File: config.mk
export PLATFORM = sky130hd
export DESIGN_NAME = deploy_inhibit_ctrl
export DESIGN_NICKNAME = d
export VERILOG_FILES = /design/src/rtl/dic_pkg.sv /design/src/rtl/dic_sync.sv /design/src/rtl/dic_debounce.sv /design/src/rtl/dic_countdown.sv /design/src/rtl/dic_latch_bank.sv /design/src/rtl/deploy_inhibit_ctrl.sv
export SDC_FILE = /design/constraint.sdc
export NUM_CORES = 1
export LEC_CHECK = 0
export BUFFER_PORTS_ARGS = -buffer_cell sky130_fd_sc_hd__buf_2
export CAP_MARGIN = 0
export CORE_MARGIN = 2
export CORE_UTILIZATION = 60
export DETAILED_ROUTE_END_ITERATION = 6
export PLACE_DENSITY = 0.78
export SLEW_MARGIN = 10
export SYNTH_ARGS = -nofsm -noshare
export SYNTH_HDL_FRONTEND = slang
export SYNTH_HIERARCHICAL = 1
export SYNTH_SLANG_ARGS = --single-unit
export TNS_END_PERCENT = 1
File: constraint.sdc
create_clock -name clk -period 3.7 [get_ports clk]
set_clock_uncertainty 0.1 [all_clocks]
set_input_delay 0.37 -clock clk [delete_from_list [all_inputs] [get_ports clk]]
set_output_delay 0.37 -clock clk [all_outputs]
set_load 0.01 [all_outputs]
File: src/rtl/dic_pkg.sv
package dic_pkg;

  typedef enum logic [1:0] {
    ST_IDLE_RBF  = 2'd0,
    ST_COUNTDOWN = 2'd1,
    ST_RELEASED  = 2'd2,
    ST_SAFE_OFF  = 2'd3
  } dic_state_e;

  // majority of three timer indications
  function automatic logic vote2of3(input logic [2:0] v);
    return (v[0] & v[1]) | (v[0] & v[2]) | (v[1] & v[2]);
  endfunction

  // true when a stability count has reached its window
  function automatic logic window_full(input int unsigned cnt, input int unsigned win);
    return cnt == win;
  endfunction

endpackage

File: src/rtl/dic_sync.sv
module dic_sync #(
  parameter int W      = 1,
  parameter int STAGES = 2
) (
  input  logic         clk,
  input  logic         rst_n,
  input  logic [W-1:0] d,
  output logic [W-1:0] q
);
  localparam int SHW = W * STAGES;

  logic [SHW-1:0] sh;

  always_ff @(posedge clk or negedge rst_n) begin
    if (!rst_n) sh <= '0;
    else        sh <= {sh[SHW-W-1:0], d};
  end

  assign q = sh[SHW-1 -: W];
endmodule

File: src/rtl/dic_debounce.sv
module dic_debounce import dic_pkg::*; #(
  parameter int CYCLES = 327
) (
  input  logic clk,
  input  logic rst_n,
  input  logic d,
  output logic steady_high,
  output logic steady_low
);
  localparam int AW = $clog2(CYCLES + 1);

  logic          last_q;
  logic [AW-1:0] age_q;
  logic          full;

  always_ff @(posedge clk or negedge rst_n) begin
    if (!rst_n) begin
      last_q <= 1'b0;
      age_q  <= '0;
    end else begin
      last_q <= d;
      if (d != last_q)              age_q <= '0;
      else if (age_q < AW'(CYCLES)) age_q <= age_q + 1'b1;
    end
  end

  assign full        = window_full(int'(age_q), CYCLES);
  assign steady_high = full & last_q;
  assign steady_low  = full & ~last_q;
endmodule

File: src/rtl/dic_countdown.sv
module dic_countdown #(
  parameter int CYCLES = 1000
) (
  input  logic clk,
  input  logic rst_n,
  input  logic restart,
  input  logic run,
  output logic expired
);
  localparam int CW = $clog2(CYCLES + 1);

  logic [CW-1:0] cnt_q;

  always_ff @(posedge clk or negedge rst_n) begin
    if (!rst_n)                 cnt_q <= '0;
    else if (restart)           cnt_q <= '0;
    else if (run && !expired)   cnt_q <= cnt_q + 1'b1;
  end

  assign expired = (cnt_q == CW'(CYCLES));
endmodule

File: src/rtl/dic_latch_bank.sv
module dic_latch_bank #(
  parameter int N = 3
) (
  input  logic         clk,
  input  logic         por_n,
  input  logic         set_all,
  input  logic         clr_all,
  output logic [N-1:0] q
);
  for (genvar g = 0; g < N; g++) begin : g_bit
    always_ff @(posedge clk or negedge por_n) begin
      if (!por_n)       q[g] <= 1'b0;
      else if (clr_all) q[g] <= 1'b0;
      else if (set_all) q[g] <= 1'b1;
    end
  end
endmodule

File: src/rtl/deploy_inhibit_ctrl.sv
module deploy_inhibit_ctrl import dic_pkg::*; #(
  parameter int CLK_HZ       = 32768,
  parameter int COUNT_SEC    = 1800,
  parameter int DEBOUNCE_MS  = 10,
  parameter int SYNC_STAGES  = 2,
  parameter int COUNT_CYCLES = CLK_HZ * COUNT_SEC,
  parameter int DEB_CYCLES   = (CLK_HZ * DEBOUNCE_MS) / 1000
) (
  input  logic clk,
  input  logic por_n,
  input  logic wdt_rst_n,
  input  logic rbf_pin,
  input  logic ext_tmr_a,
  input  logic ext_tmr_b,
  output logic bus_relay_a_on,
  output logic bus_relay_b_on,
  output logic aux_keepalive_en
);
  localparam int NLATCH = 3;

  logic             lrst_n;
  logic [2:0]       raw_in, sync_q;
  logic             rbf_ins, rbf_rem;
  logic             int_done, vote;
  logic             cnt_restart, cnt_run;
  logic             lat_set, lat_clr, lat_on;
  logic [NLATCH-1:0] lat_q;
  dic_state_e       state_q, state_d;

  // logic reset: either source clears the controller, only por_n the latches
  assign lrst_n = por_n & wdt_rst_n;
  assign raw_in = {ext_tmr_b, ext_tmr_a, rbf_pin};

  dic_sync #(.W(3), .STAGES(SYNC_STAGES)) u_sync (
    .clk(clk), .rst_n(lrst_n), .d(raw_in), .q(sync_q)
  );

  dic_debounce #(.CYCLES(DEB_CYCLES)) u_deb (
    .clk(clk), .rst_n(lrst_n), .d(sync_q[0]),
    .steady_high(rbf_ins), .steady_low(rbf_rem)
  );

  dic_countdown #(.CYCLES(COUNT_CYCLES)) u_cnt (
    .clk(clk), .rst_n(lrst_n), .restart(cnt_restart), .run(cnt_run),
    .expired(int_done)
  );

  dic_latch_bank #(.N(NLATCH)) u_lat (
    .clk(clk), .por_n(por_n), .set_all(lat_set), .clr_all(lat_clr), .q(lat_q)
  );

  assign lat_on  = lat_q[0];
  assign vote    = vote2of3({int_done, sync_q[2], sync_q[1]});
  assign cnt_run = (state_q == ST_COUNTDOWN);

  always_comb begin
    state_d     = state_q;
    lat_set     = 1'b0;
    lat_clr     = 1'b0;
    cnt_restart = 1'b0;
    unique case (state_q)
      ST_IDLE_RBF: begin
        if (rbf_ins)      lat_clr = 1'b1;
        else if (lat_on)  state_d = ST_RELEASED;
        else if (rbf_rem) begin
          state_d     = ST_COUNTDOWN;
          cnt_restart = 1'b1;
        end
      end
      ST_COUNTDOWN: begin
        if (rbf_ins) begin
          state_d = ST_SAFE_OFF;
          lat_clr = 1'b1;
        end else if (vote) begin
          state_d = ST_RELEASED;
          lat_set = 1'b1;
        end else begin
          lat_clr = 1'b1;
        end
      end
      ST_RELEASED: begin
        if (rbf_ins) begin
          state_d = ST_SAFE_OFF;
          lat_clr = 1'b1;
        end
      end
      ST_SAFE_OFF: begin
        if (rbf_ins)      lat_clr = 1'b1;
        else if (rbf_rem) begin
          state_d     = ST_COUNTDOWN;
          cnt_restart = 1'b1;
        end
      end
      default: state_d = ST_IDLE_RBF;
    endcase
  end

  always_ff @(posedge clk or negedge lrst_n) begin
    if (!lrst_n) state_q <= ST_IDLE_RBF;
    else         state_q <= state_d;
  end

  assign bus_relay_a_on   = lat_q[0];
  assign bus_relay_b_on   = lat_q[1];
  assign aux_keepalive_en = lat_q[2];
endmodule

# Yosys cells after proc, flatten, opt, wreduce, memory -nomap -nowiden
# Cells that the tools add are included.
[totals] in_bits=6 ff_bits=45
[classes] n_addsub=2 mux=26 bitwise=9 magnitude_cmp=1 reduce_logical=8 n_eq_ne=10
[op_table] operator="$mux W26" n=2
[op_table] operator="$add A26 B1 Y26 const B" n=1
[op_table] operator="$eq A26 B26 Y1 const B" n=1
[op_table] operator="$mux W9" n=2
[op_table] operator="$mux W2" n=7
[op_table] operator="$mux W1" n=12
[op_table] operator="$add A9 B1 Y9 const B" n=1
[op_table] operator="$eq A9 B9 Y1 const B" n=1
[op_table] operator="$lt A9 B9 Y1 const B" n=1
[op_table] operator="$pmux W2 S4" n=1
[op_table] operator="$and A1 B1 Y1" n=6
[op_table] operator="$ne A2 B2 Y1 const B" n=3
[op_table] operator="$reduce_bool A2 Y1" n=3
[op_table] operator="$eq A2 B2 Y1 const B" n=2
[op_table] operator="$pmux W1 S2" n=2
[op_table] operator="$reduce_and A4 Y1" n=1
[op_table] operator="$ne A3 B3 Y1 const B" n=1
[op_table] operator="$reduce_or A3 Y1" n=1
[op_table] operator="$eq A2 B1 Y1 const B" n=1
[op_table] operator="$logic_not A2 Y1" n=1
[op_table] operator="$or A1 B1 Y1" n=2
[op_table] operator="$logic_and A1 B1 Y1" n=1
[op_table] operator="$logic_not A1 Y1" n=1
[op_table] operator="$ne A1 B1 Y1" n=1
[op_table] operator="$not A1 Y1" n=1

# Depth between registers and ports, before layout
# Gate-level depths: netlist of the first run.
[depth] word_depth=9 ltp_mapped=9 mapped_depth_nobuf=9

# Cells and area by module
# The synthesis of the first run kept the hierarchy.
[modules_own_cells] module="dic_countdown" cells_per_inst=162 seq_area_each_um2=650.6 instances=1 area_per_inst_um2=1500.2
[modules_own_cells] module="dic_debounce" cells_per_inst=51 seq_area_each_um2=250.2 instances=1 area_per_inst_um2=509.2
[modules_own_cells] module="deploy_inhibit_ctrl" cells_per_inst=36 seq_area_each_um2=50.0 instances=1 area_per_inst_um2=295.3
[modules_own_cells] module="dic_sync" cells_per_inst=9 seq_area_each_um2=150.1 instances=1 area_per_inst_um2=172.7
[modules_own_cells] module="dic_latch_bank" cells_per_inst=4 seq_area_each_um2=25.0 instances=1 area_per_inst_um2=50.0

# Worst setup path after synthesis of the first run
# OpenSTA, ideal clock, no wires.
[synth_timing] path_type="flip-flop to flip-flop" from="register u_cnt.cnt_q[20]" to="register state_q[0]" arrival_ns=2.173 slack_ns=1.362 stages_incl_launch_ff=8 path_cell_list="dfrtp_1 > or4b_2 > nor4_4 > and2_1 > maj3_2 > o21a_1 > a2bb2oi_1 > o22a_1"
[synth_via] elab_chain_cells=6 elab_cells_between_ends=7 classes_between="2 x eq/ne; 4 x bitwise; 1 x reduce/logical"
[synth_rtl] element="from (decl)" line="dic_countdown.sv:12" source="logic [CW-1:0] cnt_q;"
[synth_rtl] element="from (signal assigned)" line="dic_countdown.sv:17" source="else if (run && !expired) cnt_q <= cnt_q + 1'b1;"
[synth_rtl] element="$eq A26 B26 Y1 (*)" line="dic_countdown.sv:20" source="assign expired = (cnt_q == CW'(CYCLES));"
[synth_rtl] element="via int_done" line="deploy_inhibit_ctrl.sv:24" source="logic int_done, vote;"
[synth_rtl] element="$and A1 B1 Y1" line="dic_pkg.sv:12" source="return (v[0] & v[1]) | (v[0] & v[2]) | (v[1] & v[2]);"
[synth_rtl] element="$or A1 B1 Y1" line="dic_pkg.sv:12"
[synth_rtl] element="$or A1 B1 Y1 (*)" line="dic_pkg.sv:12"
[synth_rtl] element="$ne A3 B3 Y1 (no line) (*)"
[synth_rtl] element="$reduce_and A4 Y1 (no line) (*)"
[synth_rtl] element="to (signal assigned)" line="deploy_inhibit_ctrl.sv:100" source="else state_q <= state_d;"
[synth_rtl] element="to (decl)" line="deploy_inhibit_ctrl.sv:28" source="dic_state_e state_q, state_d;"
# Mark *: on every way through the listed nets, which the timed path passes. The rest lies on a longest branch.
# A chain may end at the register's enable or synchronous reset.

# Worst setup path after layout of the first run
[layout_timing] from="register state_q[1]" to="register u_cnt.cnt_q[25]"
[layout_via] elab_chain_cells=3 elab_cells_between_ends=7 classes_between="2 x eq/ne; 2 x mux; 3 x reduce/logical"
[layout_rtl] element="$eq A2 B1 Y1" line="deploy_inhibit_ctrl.sv:54" source="assign cnt_run = (state_q == ST_COUNTDOWN);"
[layout_rtl] element="via cnt_run" line="deploy_inhibit_ctrl.sv:25" source="logic cnt_restart, cnt_run;"
[layout_rtl] element="$logic_and A1 B1 Y1" line="dic_countdown.sv:17"
[layout_rtl] element="$reduce_bool A2 Y1 (no line)"
# The timed path passes the listed nets, and every way through them passes these cells.

==> qor.yml, run 1 <==
cp.arrival_ns: 2.93
numCtsBuffers: 5
drtPass1Iterations: 4
grt_util_all_layers_pct: 23.1
synth_ff_type: "dfrtp_1"
critPathCaptureType: "register"
boundaryPins: 9
place_ws_ns: 0.955
final_max_slew_viol_count: 0
min_path_type: "primary input to register"
dieHeight_um: 68.9
yosysSeqAreaShare_pct: 44.6
ys_types: 43
drt_first_iter_violations: 224
clk_pin_slew_ns: 0.08
syn2layout_area_growth_pct: 5.84
synth_most_common_cell: "dfrtp_1"
fin_crit_ns: 2.81
slowest_delay_ns: 0.63
dpl.hpwl_um: 3160
synth-seq-cells: 45
fin_ws_ns: 0.888
port_buffers: 8
cts_resized: 0
ir_drop_uv: 217
ys_warn_count: 6
synthArstFlopShare_pct: 100
drv_cap: 0
antenna_found_initial: 0
syn_area_um2: 2530
root_buffer: "clkbuf_8"
relSlewSlack_pct: 33.2
total_power_mw: 0.869
vias: 1904
cts_buffer_depth: 2
syn_area_per_cell_um2: 9.65
ant_nets: 0
grt_pass1_wl_um: 8200
critPathSlowestCell: "or4_1"
outcome: "completed"
cts_tree: "built"
htree_levels: 2
tightest_slew_ns: 1.00
fmax_mhz: 356
min-delay-start: "ext_tmr_a"
die_area_um2: 4750
initial_core_util_pct: 62.7
syn_inst: 262
p_per_area_nw_per_um2: 325
cp-start-kind: "register"
post_drt_wl_per_cell_um: 15.0
period_share_pct: 76.0
grt_max_degree: 45
reg2reg_from: "state_q[1]"
core.rowCount: 23
grt_pass1_vias: 1802
p_leak_nw: 1.16
tns_ns: 0
crit_fanout: 18
clock_sinks: 45
rsz0062_at_grt: "false"
nNetsFinal: 279
hold_viol: 0
synth_top_area_share_pct: 44.6
path_cells: "inv_1 > ha_1 > and3_1 > nand3_1 > or4_1 > a21oi_1"
synth_edf_count: 0
critPathLaunch: "state_q[1]"
met3_usage_pct: 4.87
reg2reg_depth: 6
post-synth-top-area-cell: "dfrtp_1"
drive_above_1_share_pct: 10.6
drc: 0
crit_family: "simple AND/OR/NAND/NOR gates"
grt_util_met1_pct: 32.0
grt-busiest-layer: "met2"
crit_type: "register to register"
drt-vias-per-instance: 6.06
gp_congestion: 0.890
synth.area.top_cells: "dfrtp_1 (45%), ha_1 (5.0%), xor2_1 (4.5%), or4_1 (4.5%), nor2_1 (3.7%)"
routed_wl_um: 4720
placed_area_um2: 2560
overflow: 0
setup_viol: 0
num_antenna_cells: 0
crit_cells: 6
core-area_um2: 4030
ys_top_cells_by_count: "dfrtp_1 (45), nor2_1 (25), a21oi_1 (18)"
design_area_um2: 2680
die_w_um: 68.9
hold_depth: 1
syn_nets: 278
required_ns: 3.82
worst-path-buf-inv: 1
worst_skew_pair.late_latency_ns: 0.30
grt_use_met2_pct: 36.2
[layout make-up]
cell class	count	area [µm²]
well taps	50	62.6
clock buffers	7	96.3
clock inverters	1	5.00
repair buffers	10	57.6
flip-flops and latches	45	1130
fillers	317	1350
inverters	11	41.3
multi-input cells	190	1290
[metal layers]
| layer | share of wire [%] | vias up |
|---|---|---|
| met5 | 0 | - |
| met4 | 1.2 | 0 |
| met3 | 2.6 | 7 |
| met2 | 47 | 31 |
| met1 | 49 | 921 |
| li1 | - | 945 |
[registers in the layout, indices dropped and copies added, names as in the netlist]
register      cells
u_deb/last_q      1
u_deb/age_q       9
u_cnt/cnt_q      26
u_sync/sh         6
u_lat/q           1
state_q           2
[stage by stage]
stage                     utilization [%]  instances  hold WS [ns]
final                                66.4        314        0.0749
after detailed placement             63.6        305        0.0553
after floorplan                         -        262       -0.0256
after global routing                 66.4        314        0.0574
after global placement               63.6        305        0.0505
after CTS                            66.4        314        0.0659
[cells by family (layout without fill, tap and decap cells)]
| family | Yosys count | after routing | synth area share, % |
|---|---|---|---|
| adders and majority gates | 11 | 11 | 5.40 |
| xor gates and xnor gates | 16 | 16 | 5.54 |
| DFF | 45 | 45 | 44.6 |
| muxes | 4 | 4 | 1.68 |
| buffers and inverters | 27 | 29 | 4.85 |
| AOI/OAI and AO/OA | 46 | 46 | 11.5 |
| and+or+nand+nor | 113 | 113 | 26.5 |
[cells in the final DEF, fill, tap and decap left out, types with 3 or more instances in the layout]
master    Yosys  routed
ha_1         10      10
or3_1         5       5
o31ai_1       9       9
and4_1        3       3
nor2_1       25      25
buf_2         2       8
dfrtp_1      45      45
inv_1        11      11
or4_1        15      15
nand3_1      13      13
nand4_1      14      14
nor3_1        3       3
and3_1        6       6
o21ai_0       7       7
xor2_1       13      13
and2_1        4       3
nand2b_1      3       3
a21oi_1      18      18
nand2_1      10      10
xnor2_1       3       3
clkbuf_8      0       7
[path summary, 6_finish.rpt]
path,endpoint,slack [ns]
max,u_cnt/cnt_q[25],0.89
min,u_sync/sh[1],0.07
max reg2reg,u_cnt/cnt_q[25],0.89
min reg2reg,u_sync/sh[3],0.26
max in group asynchronous,u_sync/sh[3],2.05
min in group asynchronous,state_q[0],0.26
[power breakdown]
| group | switching, mW | leakage, nW | internal, mW |
|---|---|---|---|
| registers | 0.00708 | 0.610 | 0.500 |
| logic | 0.0194 | 0.500 | 0.0101 |
| clock network | 0.163 | 0.0542 | 0.169 |
| total | 0.189 | 1.16 | 0.679 |
[timing repair]
item	4_1_cts	5_1_grt
setup endpoints to repair	0	0
hold buffers	1	0
buffers inserted	0	0
hold endpoints to repair	1	0
No activity file was read; power rests on OpenSTA's default activity.
==> run 2, diff against run 1 <==
CORE_UTILIZATION = 55   (was 60)
PLACE_DENSITY = 0.75   (was 0.78)
clock period = 2.3 ns   (was 3.7 ns; I/O delays follow)
==> run 2 against run 1 <==
Non-clock buffer count grew 27; worst hold slack gained 0.074 ns; die area grew 8.6%; highest routed layer unchanged; sequential share of layout area shrank 3.9 points.
==> qor.yml, run 2 (synthesis results as in run 1) <==
mostFrequentLayoutCells: "dfrtp_1 (44), nor2_1 (24), buf_4 (24)"  # was dfrtp_1 (45), nor2_1 (25), a21oi_1 (18)
tns_ns: 0  # unchanged
period_share_pct: 97.1  # was 76.0%
required_ns: 2.44  # was 3.82 ns
largest_register_ffs: 26  # unchanged
outcome: "completed"  # unchanged
drtPass1Iterations: 5  # was 4
routed_wl_um: 5400  # was 4720 µm
nFillCells: 333  # was 317
post_drt_wl_per_cell_um: 15.7  # was 15.0 µm
r2r_slack_ns: 0.07  # was 0.89 ns
final_max_slew_viol_count: 0  # unchanged
total_power_mw: 1.57  # was 0.869 mW
initial_core_util_pct: 57.6  # was 62.7%
dieHeight_um: 71.8  # was 68.9 µm
antenna_found_initial: 0  # unchanged
reg2reg_depth: 7  # was 6
numCtsBuffers: 5  # unchanged
crit_fanout: 2  # was 18
num_antenna_cells: 0  # unchanged
cts_tree: "built"  # unchanged
mostFrequentLayoutCell: "dfrtp_1"  # unchanged
fin_crit_ns: 2.23  # was 2.81 ns
vias: 2078  # was 1904
crit_type: "register to register"  # unchanged
setup_viol: 0  # unchanged
syn2layout_area_growth_pct: 16.8  # was 5.84%
boundaryPins: 9  # unchanged
ant_nets: 0  # unchanged
dpl.hpwl_um: 3450  # was 3160 µm
root_buffer: "clkbuf_8"  # unchanged
relSlewSlack_pct: 53.0  # was 33.2%
critPathCaptureType: "register"  # unchanged
hold_viol: 0  # unchanged
die_w_um: 71.8  # was 68.9 µm
top_register: "u_cnt/cnt_q"  # unchanged
rr_endpoint: "u_lat/q[0]"  # was u_cnt/cnt_q[25]
cts_buffer_depth: 2  # unchanged
nNetsFinal: 306  # was 279
port_buffers: 8  # unchanged
core.rowCount: 24  # was 23
drt-vias-per-instance: 6.06  # about the same
grt_util_all_layers_pct: 22.4  # was 23.1%
cp.arrival_ns: 2.37  # was 2.93 ns
grt_max_degree: 31  # was 45
grt_pass1_vias: 1996  # was 1802
gp_congestion: 0.813  # was 0.890
drt_first_iter_violations: 175  # was 224
reg2reg_from: "u_cnt/cnt_q[14]"  # was state_q[1]
p_leak_nw: 1.32  # was 1.16 nW
ir_drop_uv: 452  # was 217 µV
drv_cap: 0  # unchanged
p_per_area_nw_per_um2: 531  # was 325 nW/µm²
drc: 0  # unchanged
reg.largest.list: "u_cnt/cnt_q (26), u_deb/age_q (9), u_sync/sh (6)"  # unchanged
cp-start-kind: "register"  # unchanged
clk_pin_slew_ns: 0.08  # about the same
clock_sinks: 45  # unchanged
min_path_type: "primary input to asynchronous set/reset pin"  # was primary input to register
htree_levels: 2  # unchanged
grt_pass1_wl_um: 9100  # was 8200 µm
fmax_mhz: 448  # was 356 MHz
tightest_slew_ns: 0.702  # was 1.00 ns
core-area_um2: 4380  # was 4030 µm²
drive_above_1_share_pct: 19.6  # was 10.6%
die_area_um2: 5150  # was 4750 µm²
overflow: 0  # unchanged
worst_skew_pair.late_latency_ns: 0.30  # about the same
==> run 2: cell types whose count changed in the layout (fill, tap and decap cells not counted), sizes merged <==
cell	before	now
dlygate4sd3	1	5
bufinv	0	2
buf	9	32
clkbuf	7	5
==> run 2: cell type report <==
| cell class | instances | area, µm² | area share, % |
|---|---|---|---|
| multi-input combinational | 190 | 1320 | 44.5 |
| sequential | 45 | 1130 | 38.2 |
| timing repair buffer | 37 | 270 | 9.15 |
| clock buffer | 5 | 68.8 | 2.33 |
| clock inverter | 3 | 65.1 | 2.20 |
| tap | 52 | 65.1 | 2.20 |
| inverter | 11 | 41.3 | 1.40 |
==> run 2: per-stage QoR <==
| stage | setup WS, ns | cell area (µm²) | instances | utilization, % | hold WS, ns |
|---|---|---|---|---|---|
| finish | 0.0660 | 2950 | 343 | 67.4 | 0.149 |
| global route | -0.00862 | 2950 | 343 | 67.4 | 0.161 |
| global placement | 0.0555 | 2730 | 329 | 62.3 | -0.0913 |
| detailed placement | 0.00193 | 2730 | 329 | 62.3 | -0.0893 |
| floorplan | 0.0431 | 2530 | 262 | - | -0.166 |
| CTS | 0.00520 | 2930 | 342 | 66.8 | 0.125 |
==> run 2: worst max-delay path: stages, from the launching register on <==
cell and delay [ns]:
dfrtp_1 0.39, or4_4 0.56, nor4_4 0.32, and2_1 0.18
maj3_2 0.21, inv_1 0.05, a21o_1 0.17, o21ba_1 0.21
==> run 2: worst max path at each step <==
stage	from	endpoint	slack [ns]	cells after the start
after floorplan	u_cnt/cnt_q[17]	state_q[0]	0.04	7
after global placement	u_cnt/cnt_q[14]	state_q[0]	0.06	7
after detailed placement	u_cnt/cnt_q[14]	state_q[0]	0.002	7
after CTS	u_cnt/cnt_q[20]	state_q[1]	0.005	7
after global routing	u_cnt/cnt_q[14]	u_lat/q[0]	-0.009	7
final	u_cnt/cnt_q[14]	u_lat/q[0]	0.07	7
==> run 2: what timing repair did <==
action	CTS	global route
pin swaps	3	5
setup endpoints to repair	1	18
resized for setup	3	5
buffers inserted	0	1
endpoints found under the hold margin	18	0
gates cloned	0	0
hold buffers	5	0
==> run 2: routing by layer <==
layer / global-route usage (%) / share of wire (%)
met1: 29.5 / 45
met3: 3.80 / 3.0
met2: 38.0 / 50
met5: 0 / 0
met4: 6.92 / 1.6
==> run 2: where the power goes <==
part / leakage, nW / total (mW) / switching (mW) / internal (mW)
combinational: 0.641 / 0.0552 / 0.0331 / 0.0220
clock: 0.0681 / 0.698 / 0.267 / 0.431
sequential: 0.608 / 0.816 / 0.0113 / 0.805
total: 1.32 / 1.57 / 0.311 / 1.26
==> run 3, diff against run 2 <==
CORE_ASPECT_RATIO = 0.8   (was not set)
SYNTH_HIERARCHICAL = not set   (was 1)
==> run 3 against run 2 <==
Area after synthesis decreased by 4.5%; core utilization down 3.2 points; critical path type unchanged; maximum frequency is 5.5% higher; clock power decreased by 21%; setup slack better by 0.12 ns; via count is 15% lower.
==> qor.yml, run 3 <==
gp_congestion: 0.795  # was 0.813
fin_crit_ns: 2.12  # was 2.23 ns
htree_levels: 2  # unchanged
dieHeight_um: 63.3  # was 71.8 µm
synth.area.top_cells: "dfrtp_1 (47%), xor2_1 (8.0%), nor2_1 (6.4%), ha_1 (4.7%), xnor2_1 (4.0%)"  # was dfrtp_1 (45%), ha_1 (5.0%), xor2_1 (4.5%), or4_1 (4.5%), nor2_1 (3.7%)
port_buffers: 8  # unchanged
drc: 0  # unchanged
synth-seq-cells: 45  # unchanged
whs_ns: 0.135  # was 0.149 ns
setup_viol: 0  # unchanged
drt_first_iter_violations: 162  # was 175
drtPass1Iterations: 4  # was 5
cp.arrival_ns: 2.24  # was 2.37 ns
p_leak_nw: 1.24  # was 1.32 nW
grt_max_degree: 27  # was 31
crit_fanout: 5  # was 2
grt_pass1_vias: 1656  # was 1996
syn_nets: 253  # was 278
grt_util_all_layers_pct: 21.5  # was 22.4%
fin_ws_ns: 0.183  # was 0.0660 ns
numCtsBuffers: 5  # unchanged
drive_above_1_share_pct: 13.1  # was 19.6%
synth_top_family_by_area: "simple AND/OR/NAND/NOR gates"  # unchanged
reg.largest.list: "u_cnt.cnt_q (26), u_deb.age_q (9), u_sync.sh (6)"  # was u_cnt/cnt_q (26), u_deb/age_q (9), u_sync/sh (6)
root_buffer: "clkbuf_8"  # unchanged
period_share_pct: 92.1  # was 97.1%
clock_sinks: 45  # unchanged
tns_ns: 0  # unchanged
cts_resized: 0  # was 3
synthArstFlopShare_pct: 100  # unchanged
post-synth-top-area-cell: "dfrtp_1"  # unchanged
crit_type: "register to register"  # unchanged
initial_core_util_pct: 57.4  # was 57.6%
rsz0062_at_grt: "false"
boundaryPins: 9  # unchanged
post_drt_wl_per_cell_um: 14.7  # was 15.7 µm
final_max_slew_viol_count: 0  # unchanged
top_register: "u_cnt.cnt_q"  # was u_cnt/cnt_q
tightest_slew_ns: 0.659  # was 0.702 ns
grt_pass1_wl_um: 8110  # was 9100 µm
vias: 1763  # was 2078
worst_skew_pair.late_latency_ns: 0.30  # about the same
ys_top_cells_by_count: "dfrtp_1 (45), nor2_1 (41), xor2_1 (22)"  # was dfrtp_1 (45), nor2_1 (25), a21oi_1 (18)
synth_compound_area_share_pct: 6.84  # was 11.5%
relSlewSlack_pct: 55.9  # was 53.0%
mostFrequentLayoutCells: "dfrtp_1 (45), nor2_1 (41), xor2_1 (22)"  # was dfrtp_1 (44), nor2_1 (24), buf_4 (24)
ant_nets: 0  # unchanged
clk_pin_slew_ns: 0.08  # about the same
die_area_um2: 4940  # was 5150 µm²
required_ns: 2.43  # was 2.44 ns
syn_area_per_cell_um2: 10.1  # was 9.65 µm²
fmax_mhz: 472  # was 448 MHz
synth_most_common_cell: "dfrtp_1"  # unchanged
routed_wl_um: 4660  # was 5400 µm
yosysSeqAreaShare_pct: 46.6  # was 44.6%
ys_types: 46  # was 43
min_path_type: "primary input to asynchronous set/reset pin"  # unchanged
synth_fa_ha_area_share_pct: 4.66  # was 5.40%
overflow: 0  # unchanged
place_ws_ns: 0.210  # was 0.00193 ns
critPathCaptureType: "register"  # unchanged
num_antenna_cells: 0  # unchanged
synth_top_area_share_pct: 46.6  # was 44.6%
syn_inst: 238  # was 262
nNetsFinal: 273  # was 306
drv_cap: 0  # unchanged
syn_area_um2: 2410  # was 2530 µm²
synth_ff_type: "dfrtp_1"  # unchanged
synth-simple-area-share_pct: 26.0  # was 26.5%
syn2layout_area_growth_pct: 11.6  # was 16.8%
largest_register_ffs: 26  # unchanged
antenna_found_initial: 0  # unchanged
ir_drop_uv: 331  # was 452 µV
synth.area.mux_share_pct: 0.829  # was 1.68%
cts_tree: "built"  # unchanged
synth_xor_area_share_pct: 12.0  # was 5.54%
post-cts-setup-buffers: 0  # unchanged
hold_viol: 0  # unchanged
drt-vias-per-instance: 5.58  # was 6.06
die_w_um: 78.1  # was 71.8 µm
outcome: "completed"  # unchanged
cts_buffer_depth: 2  # unchanged
dpl.hpwl_um: 3350  # was 3450 µm
p_per_area_nw_per_um2: 529  # was 531 nW/µm²
mostFrequentLayoutCell: "dfrtp_1"  # unchanged
cp-start-kind: "register"  # unchanged
core.rowCount: 21  # was 24
ys_warn_count: 0  # was 6
core-area_um2: 4200  # was 4380 µm²
hold_buffers: 5  # unchanged
synth_edf_count: 0  # unchanged
## run 3: cell types whose count changed after synthesis, moves of 4 or more
| cell | delta |
|---|---|
| a21oi_1 | -17 |
| nor2_1 | +16 |
| or4_1 | -14 |
| xor2_1 | +9 |
| clkbuf_1 | -8 |
| o31ai_1 | -8 |
| xnor2_1 | +8 |
| inv_1 | -5 |
| a211oi_1 | +4 |
| and3_1 | +4 |
| nand3_1 | -4 |
| or3_1 | -4 |
## run 3: critical path: stages, from the launching register on
cell and delay [ns]:
dfrtp_1 0.40, inv_1 0.10, ha_1 0.14, nor4bb_1 0.19
nand4_1 0.24, o311a_1 0.46, a221oi_2 0.26, o2bb2ai_1 0.15
## run 3: worst paths after layout
path                           startpoint        endpoint  slack (ns)  cells after the start
max in group asynchronous           por_n  u_deb.age_q[4]        1.06                      4
hold / removal                      por_n      u_lat.q[0]        0.14                      2
setup reg to reg           u_cnt.cnt_q[0]      state_q[1]        0.18                      7
min in group clk             u_sync.sh[1]    u_sync.sh[4]        0.26                      0
hold reg to reg              u_sync.sh[1]    u_sync.sh[4]        0.26                      0
setup / recovery           u_cnt.cnt_q[0]      state_q[1]        0.18                      7
## run 3: per-stage QoR
stage / util, % / power (mW) / instances / cell area (µm²)
global route: 64.1 / 1.49 / 316 / 2700
detailed placement: 60.4 / 0.885 / 303 / 2540
global placement: 60.4 / 0.883 / 303 / 2540
CTS: 64.1 / 1.44 / 316 / 2700
finish: 64.1 / 1.42 / 316 / 2700
floorplan: - / 0.864 / 238 / 2410
## run 3: routing by layer
layer	track usage, %	share of wire [%]
met5	0	0
met4	8.55	1.7
met3	5.16	3.9
met2	29.0	41
met1	32.9	54
## run 3: logic make-up (layout without fill, tap and decap cells)
group | count (synthesis) | count (layout)
AND/OR/NAND/NOR | 114 | 114
multiplexers | 2 | 2
adder cells (fa/ha/maj) | 9 | 9
buffers and inverters | 13 | 34
flip-flops | 45 | 45
XOR/XNOR | 33 | 33
AO/OA/AOI/OAI | 22 | 22
## run 3: area by class of cell
type                    instances  area, µm²
flip-flops and latches         45       1130
repair buffers                 20        155
inverters                       6       22.5
clock inverters                 1       8.76
multi-input cells             180       1210
fillers                       340       1510
clock buffers                   7       96.3
well taps                      57       71.3
## run 3: power by group
part           internal, mW  leakage (nW)  switching, mW
Combinational        0.0239         0.576         0.0330
Sequential            0.805         0.610         0.0113
Clock                 0.277        0.0549          0.274
